### src/rtl/arb_pkg.sv
package arb_pkg;

  typedef enum logic [3:0] {
    OP_NOP      = 4'd0,
    OP_ACK      = 4'd1,
    OP_EOI      = 4'd2,
    OP_EOI_ROT  = 4'd3,
    OP_SEOI     = 4'd4,
    OP_SEOI_ROT = 4'd5,
    OP_SETPRIO  = 4'd6,
    OP_MASK     = 4'd7,
    OP_TRIG     = 4'd8,
    OP_MODE     = 4'd9
  } arb_op_e;

endpackage

### src/rtl/arb_line_capture.sv
module arb_line_capture (
  input  logic clk,
  input  logic rst,
  input  logic irq_i,
  input  logic level_i,
  input  logic ack_clr_i,
  output logic irr_o
);

  logic last_q;
  logic rising;

  assign rising = irq_i && !last_q;

  always_ff @(posedge clk) begin
    if (rst) begin
      irr_o  <= 1'b0;
      last_q <= 1'b0;
    end else begin
      last_q <= irq_i;
      if (level_i)
        irr_o <= irq_i;
      else if (ack_clr_i)
        irr_o <= 1'b0;
      else if (rising)
        irr_o <= 1'b1;
    end
  end


  level_follow_chk: assert property (@(posedge clk) disable iff (rst)
    level_i |=> (irr_o == $past(irq_i)));


  edge_hold_chk: assert property (@(posedge clk) disable iff (rst)
    (!level_i && irr_o && !ack_clr_i) |=> irr_o);


  edge_set_chk: assert property (@(posedge clk) disable iff (rst)
    (!level_i && irq_i && !last_q && !ack_clr_i) |=> irr_o);

endmodule

### src/rtl/arb_prio_find.sv
module arb_prio_find #(
  parameter int N = 8,
  localparam int LW = $clog2(N)
) (
  input  logic [N-1:0]  vec_i,
  input  logic [LW-1:0] base_i,
  output logic [LW:0]   rank_o
);

  function automatic logic [LW-1:0] wrap_idx(input int k, input logic [LW-1:0] b);
    return LW'(k) + b;
  endfunction

  logic [N-1:0] rot;

  for (genvar k = 0; k < N; k++) begin : g_rot
    assign rot[k] = vec_i[wrap_idx(k, base_i)];
  end

  always_comb begin
    rank_o = (LW+1)'(N);
    for (int k = N - 1; k >= 0; k--) begin
      if (rot[k]) rank_o = (LW+1)'(k);
    end
  end

endmodule

### src/rtl/rot_prio_arbiter.sv
module rot_prio_arbiter
  import arb_pkg::*;
#(
  parameter int NLINES = 8,
  localparam int LW = $clog2(NLINES)
) (
  input  logic              clk,
  input  logic              rst,
  input  logic [NLINES-1:0] irq_i,
  input  logic              cmd_valid,
  input  logic [3:0]        cmd_op,
  input  logic [LW-1:0]     cmd_line,
  input  logic [NLINES-1:0] cmd_data,
  output logic              int_pending,
  output logic [LW-1:0]     int_line
);

  localparam logic [LW:0] RANK_NONE = (LW+1)'(NLINES);

  function automatic logic [LW-1:0] rank_to_line(input logic [LW:0] r, input logic [LW-1:0] b);
    return r[LW-1:0] + b;
  endfunction

  function automatic logic [LW-1:0] after_line(input logic [LW-1:0] l);
    return l + LW'(1);
  endfunction

  function automatic logic [NLINES-1:0] line_bit(input logic [LW-1:0] l);
    return NLINES'(1) << l;
  endfunction

  logic [NLINES-1:0] irr_q, imr_q, isr_q, trig_q;
  logic [LW-1:0]     base_q;
  logic              aeoi_q, raeoi_q;

  logic [NLINES-1:0] req_vec;
  logic [LW:0]       req_rank, svc_rank;
  logic [LW-1:0]     win_line, svc_line;
  logic              svc_any;

  logic is_ack, is_eoi, is_eoi_rot, is_seoi, is_seoi_rot, is_setprio;
  logic is_mask, is_trig, is_mode;
  logic ack_fire;
  logic [NLINES-1:0] ack_clr, isr_set, isr_clr;
  logic              base_load;
  logic [LW-1:0]     base_next;
  logic              unused_mode_bits;

  assign unused_mode_bits = ^cmd_data[NLINES-1:2];

  assign req_vec = irr_q & ~imr_q;

  arb_prio_find #(.N(NLINES)) u_req_rank (
    .vec_i  (req_vec),
    .base_i (base_q),
    .rank_o (req_rank)
  );

  arb_prio_find #(.N(NLINES)) u_svc_rank (
    .vec_i  (isr_q),
    .base_i (base_q),
    .rank_o (svc_rank)
  );

  assign win_line    = rank_to_line(req_rank, base_q);
  assign svc_line    = rank_to_line(svc_rank, base_q);
  assign svc_any     = (svc_rank != RANK_NONE);
  assign int_pending = (req_rank < svc_rank);
  assign int_line    = win_line;

  assign is_ack      = cmd_valid && (cmd_op == OP_ACK);
  assign is_eoi      = cmd_valid && (cmd_op == OP_EOI);
  assign is_eoi_rot  = cmd_valid && (cmd_op == OP_EOI_ROT);
  assign is_seoi     = cmd_valid && (cmd_op == OP_SEOI);
  assign is_seoi_rot = cmd_valid && (cmd_op == OP_SEOI_ROT);
  assign is_setprio  = cmd_valid && (cmd_op == OP_SETPRIO);
  assign is_mask     = cmd_valid && (cmd_op == OP_MASK);
  assign is_trig     = cmd_valid && (cmd_op == OP_TRIG);
  assign is_mode     = cmd_valid && (cmd_op == OP_MODE);

  assign ack_fire = is_ack && int_pending;
  assign ack_clr  = ack_fire ? line_bit(win_line) : '0;

  for (genvar i = 0; i < NLINES; i++) begin : g_line
    arb_line_capture u_cap (
      .clk       (clk),
      .rst       (rst),
      .irq_i     (irq_i[i]),
      .level_i   (trig_q[i]),
      .ack_clr_i (ack_clr[i]),
      .irr_o     (irr_q[i])
    );
  end

  always_comb begin
    isr_set = (ack_fire && !aeoi_q) ? line_bit(win_line) : '0;
    isr_clr = '0;
    if ((is_eoi || is_eoi_rot) && svc_any) isr_clr = line_bit(svc_line);
    if (is_seoi || is_seoi_rot)            isr_clr = line_bit(cmd_line);
  end

  always_comb begin
    base_load = 1'b0;
    base_next = base_q;
    if (ack_fire && aeoi_q && raeoi_q) begin
      base_load = 1'b1;
      base_next = after_line(win_line);
    end else if (is_eoi_rot && svc_any) begin
      base_load = 1'b1;
      base_next = after_line(svc_line);
    end else if (is_seoi_rot || is_setprio) begin
      base_load = 1'b1;
      base_next = after_line(cmd_line);
    end
  end

  always_ff @(posedge clk) begin
    if (rst) begin
      imr_q   <= '0;
      isr_q   <= '0;
      trig_q  <= '0;
      base_q  <= '0;
      aeoi_q  <= 1'b0;
      raeoi_q <= 1'b0;
    end else begin
      isr_q <= (isr_q | isr_set) & ~isr_clr;
      if (base_load) base_q <= base_next;
      if (is_mask)   imr_q  <= cmd_data;
      if (is_trig)   trig_q <= cmd_data;
      if (is_mode) begin
        aeoi_q  <= cmd_data[0];
        raeoi_q <= cmd_data[1];
      end
    end
  end


  ack_marks_isr_chk: assert property (@(posedge clk) disable iff (rst)
    (ack_fire && !aeoi_q) |=> isr_q[$past(win_line)]);


  aeoi_keeps_isr_chk: assert property (@(posedge clk) disable iff (rst)
    (ack_fire && aeoi_q) |=> (isr_q == $past(isr_q)));


  free_request_raises_chk: assert property (@(posedge clk) disable iff (rst)
    ((req_vec != '0) && (isr_q == '0)) |-> int_pending);


  masked_line_quiet_chk: assert property (@(posedge clk) disable iff (rst)
    int_pending |-> !imr_q[int_line]);


  seoi_clears_chk: assert property (@(posedge clk) disable iff (rst)
    is_seoi |=> !isr_q[$past(cmd_line)]);


  base_hold_chk: assert property (@(posedge clk) disable iff (rst)
    !base_load |=> $stable(base_q));

endmodule

### config.mk
export PLATFORM = sky130hd
export DESIGN_NAME = rot_prio_arbiter
export DESIGN_NICKNAME = d
export VERILOG_FILES = /design/src/rtl/arb_pkg.sv /design/src/rtl/arb_line_capture.sv /design/src/rtl/arb_prio_find.sv /design/src/rtl/rot_prio_arbiter.sv
export SDC_FILE = /design/constraint.sdc
export NUM_CORES = 1
export LEC_CHECK = 0
export BUFFER_PORTS_ARGS = -buffer_cell sky130_fd_sc_hd__buf_2
export CORE_MARGIN = 2
export CORE_UTILIZATION = 55
export DETAILED_ROUTE_END_ITERATION = 6
export PLACE_DENSITY = 0.75
export RECOVER_POWER = 100
export SYNTH_ARGS = -nofsm -noshare
export SYNTH_HDL_FRONTEND = slang
export SYNTH_SLANG_ARGS = --single-unit
### constraint.sdc
create_clock -name clk -period 4.49 [get_ports clk]
set_clock_uncertainty 0.15 [all_clocks]
set_input_delay 0.898 -clock clk [delete_from_list [all_inputs] [get_ports clk]]
set_output_delay 0.898 -clock clk [all_outputs]
set_load 0.005 [all_outputs]
==> results.cfg <==
[drt]
via_count = 3725
highest_layer = met4
postRouteAntennaNets = 0
dr.pass1.iters = 5
drt-total-wl_mm = 11.5
route.met2.wl_mm = 5.47
wl_met1_mm = 4.73
dr_wl_met3_um = 997
drtIter0Drc = 409
drc = 0
viasPerCell = 6.68
routedWlPerCell_um = 20.6

[logic_synthesis]
ys_types = 70
synth.largest_area_cell = dfxtp_1
synth_flop_cell = dfxtp_1
synth.avg_cell_area_sq_um = 9.15
synth.area.top_cells = dfxtp_1 (24%), mux2i_1 (8.5%), mux4_1 (6.2%)
synth-seq-cells = 45
yosysWarnings = 0
synthArstFlopShare_pct = 0
synth_top_area_share_pct = 23.8
ys_seq_area_share_pct = 23.8
synth_edf_count = 0
syn_area_sq_um = 3790
netlist_instances = 414
syn-num-nets = 450

[finish]
area_growth_pct = 24.0
layout-drive-gt1-share_pct = 34.1
nets = 513
insertedDiodeCount = 0
design_area_sq_um = 4690
finish.utilization_pct = 69.9
instances_no_fill = 558

[global_routing]
grt_pass1_vias = 3515
antenna_found_initial = 0
grt_first_pass_wirelength_mm = 17.4
grt_overflow = 0
grt_usage_pct = 29.0
grt_max_degree = 40

[run_status]
status = complete, but fails checks
violations = capacitance limit, slew limit, setup timing

[pwr]
p_leak_nw = 1.86
switchingPower_mw = 0.502
clkPwrFrac_pct = 24.5
p_int_mw = 0.884
swShare_pct = 36.2
power_frac_comb_pct = 44.9
pwr-share-seq_pct = 30.6
p_per_area_nw_per_um2 = 295
ir_worst_vdd_v = 0.000281

[critical_path]
timing.critical_path.fanout_max = 8
endpoint_kind = output pin
crit_arrival_ps = 3500
critPathLaunchType = flip-flop
critical_path_class = reg2out
worstPathRequired_ps = 3440

[clock_tree]
cts_buffers = 5
clk_path_buf_depth = 2
clockRootBuffer = clkbuf_8
ctsHoldBuffers = 0
clock_sinks = 45
path_clk_slew_ps = 90
htreeDepth = 2
clkLatencyLatePin_ps = 310
cts_tree = yes

[floorplanning]
start_util_pct = 56.4
core.rowCount = 30
die_w_um = 87.0
io_pins = 30
die_y_um = 87.0
core_area_sq_um = 6720
die_area_sq_um = 7570

[timing]
fin_tns_setup_ps = -119
layout_setup_ws_ps = -59.6
min_period_ps = 4550
hold_viol_final = 0
layout_worst_path_cycle_share_pct = 101
max_freq_ghz = 0.220
setup_viol = 2
fin_hold_ws_ps = 366
rsz0062_at_grt = true
max-slew-margin-rel_pct = -12.3
maxSlewViolCount = 40
tightest_slew_ps = 1680

[placement]
placed_area_sq_um = 4170
gp_congestion = 0.993
dp_hpwl_mm = 7.78
dp_cells = 529
io_buffers = 29

[job]
maxCapViolCount = 1

[worst_hold_path]
min_path_type = reg2reg
[flip-flops by register name (all words and copies together) (netlist names)]
signal	flops
imr_q	8
g_line.u_cap.last_q	8
aeoi_q	1
trig_q	8
raeoi_q	1
isr_q	8
base_q	3
g_line.u_cap.irr_o	8
[power by group through the flow]
stage / registers, mW / logic (mW) / clock network [mW]
2_1_floorplan: 0.429 / 0.340 / 0
3_3_place_gp: 0.432 / 0.459 / 0
3_5_place_dp: 0.432 / 0.472 / 0
4_1_cts: 0.423 / 0.542 / 0.339
5_1_grt: 0.425 / 0.663 / 0.354
6_report: 0.424 / 0.623 / 0.340
[placed cells by master (no fill, tap or decap), drive strengths merged, types with 10 or more instances in the layout]
cell type,instances
nand2b,15
nor2,39
dfxtp,45
nor3,11
o21ai,16
nor2b,14
mux4,16
buf,73
inv,26
a41oi,10
nand2,23
a21oi,19
mux2i,32
mux2,14
[path summary, 6_finish.rpt]
kind | from | to | slack [ps] | cells after the start
setup reg to reg | base_q[1] | base_q[2] | 20 | 19
setup / recovery | base_q[1] | int_pending | -60 | 11
hold / removal | raeoi_q | raeoi_q | 370 | 2
hold reg to reg | raeoi_q | raeoi_q | 370 | 2
[cell type report]
class                      count  area, sq um
fill                         496         2020
tap                           80          100
sequential                    45          906
timing repair buffer          75          523
clock buffer                   6         82.6
multi-input combinational    322         2930
inverter                      28          114
clock inverter                 2         41.3
[metal layers]
layer,track usage (%),up-vias
met4,10.4,0
met1,38.4,1784
li1,-,1688
met5,0,-
met2,47.9,215
met3,4.74,38
[synthesized netlist by cell type (5+ instances only)]
master and instances:
xor2_1 5, nor4_1 9, o21ai_0 14, mux4_2 6
a21boi_0 6, a311oi_1 6, clkbuf_1 6, a21oi_1 19
mux2_2 13, nor2b_1 14, o21a_1 5, nand2b_1 15
nand3_1 8, mux4_1 9, nor2_1 39, dfxtp_1 45
nand2_1 23, a41oi_1 10, ha_1 8, nor3_1 11
nor4bb_1 6, buf_6 6, mux2i_1 32, inv_1 24
[per-stage QoR]
stage / total power [mW] / setup WS [ps]
2_1_floorplan: 0.769 / 3.72
3_3_place_gp: 0.891 / 109
3_5_place_dp: 0.904 / -48.3
4_1_cts: 1.30 / -29.1
5_1_grt: 1.44 / -215
6_report: 1.39 / -59.6
[kinds of logic (layout without fill, tap and decap cells)]
kind of cell / after synthesis / after routing / share of synthesized area (%)
mux: 62 / 62 / 23.2
fa+ha+maj: 10 / 10 / 3.70
buf+inv: 47 / 111 / 7.04
compound gates: 91 / 91 / 18.2
flops: 45 / 45 / 23.8
xor+xnor: 9 / 9 / 2.28
simple gates: 150 / 150 / 21.8
[timing repair]
| action | in CTS | in global routing |
|---|---|---|
| endpoints found under the setup margin | 3 | 9 |
| cloned | 0 | 0 |
| setup buffers | 13 | 8 |
| pin swaps | 7 | 11 |
| resized for setup | 28 | 26 |
| endpoints found under the hold margin | 0 | 0 |
[worst max-delay path, stage by stage (launching register included)]
cell and delay, ps:
dfxtp_2 360, clkinv_2 70, ha_4 370, buf_4 190
mux4_2 600, nor4bb_4 450, nor2_1 150, ha_4 200
a211o_4 330, o32a_4 340, clkinv_4 50, buf_6 80
No activity file was read; power rests on OpenSTA's default activity.
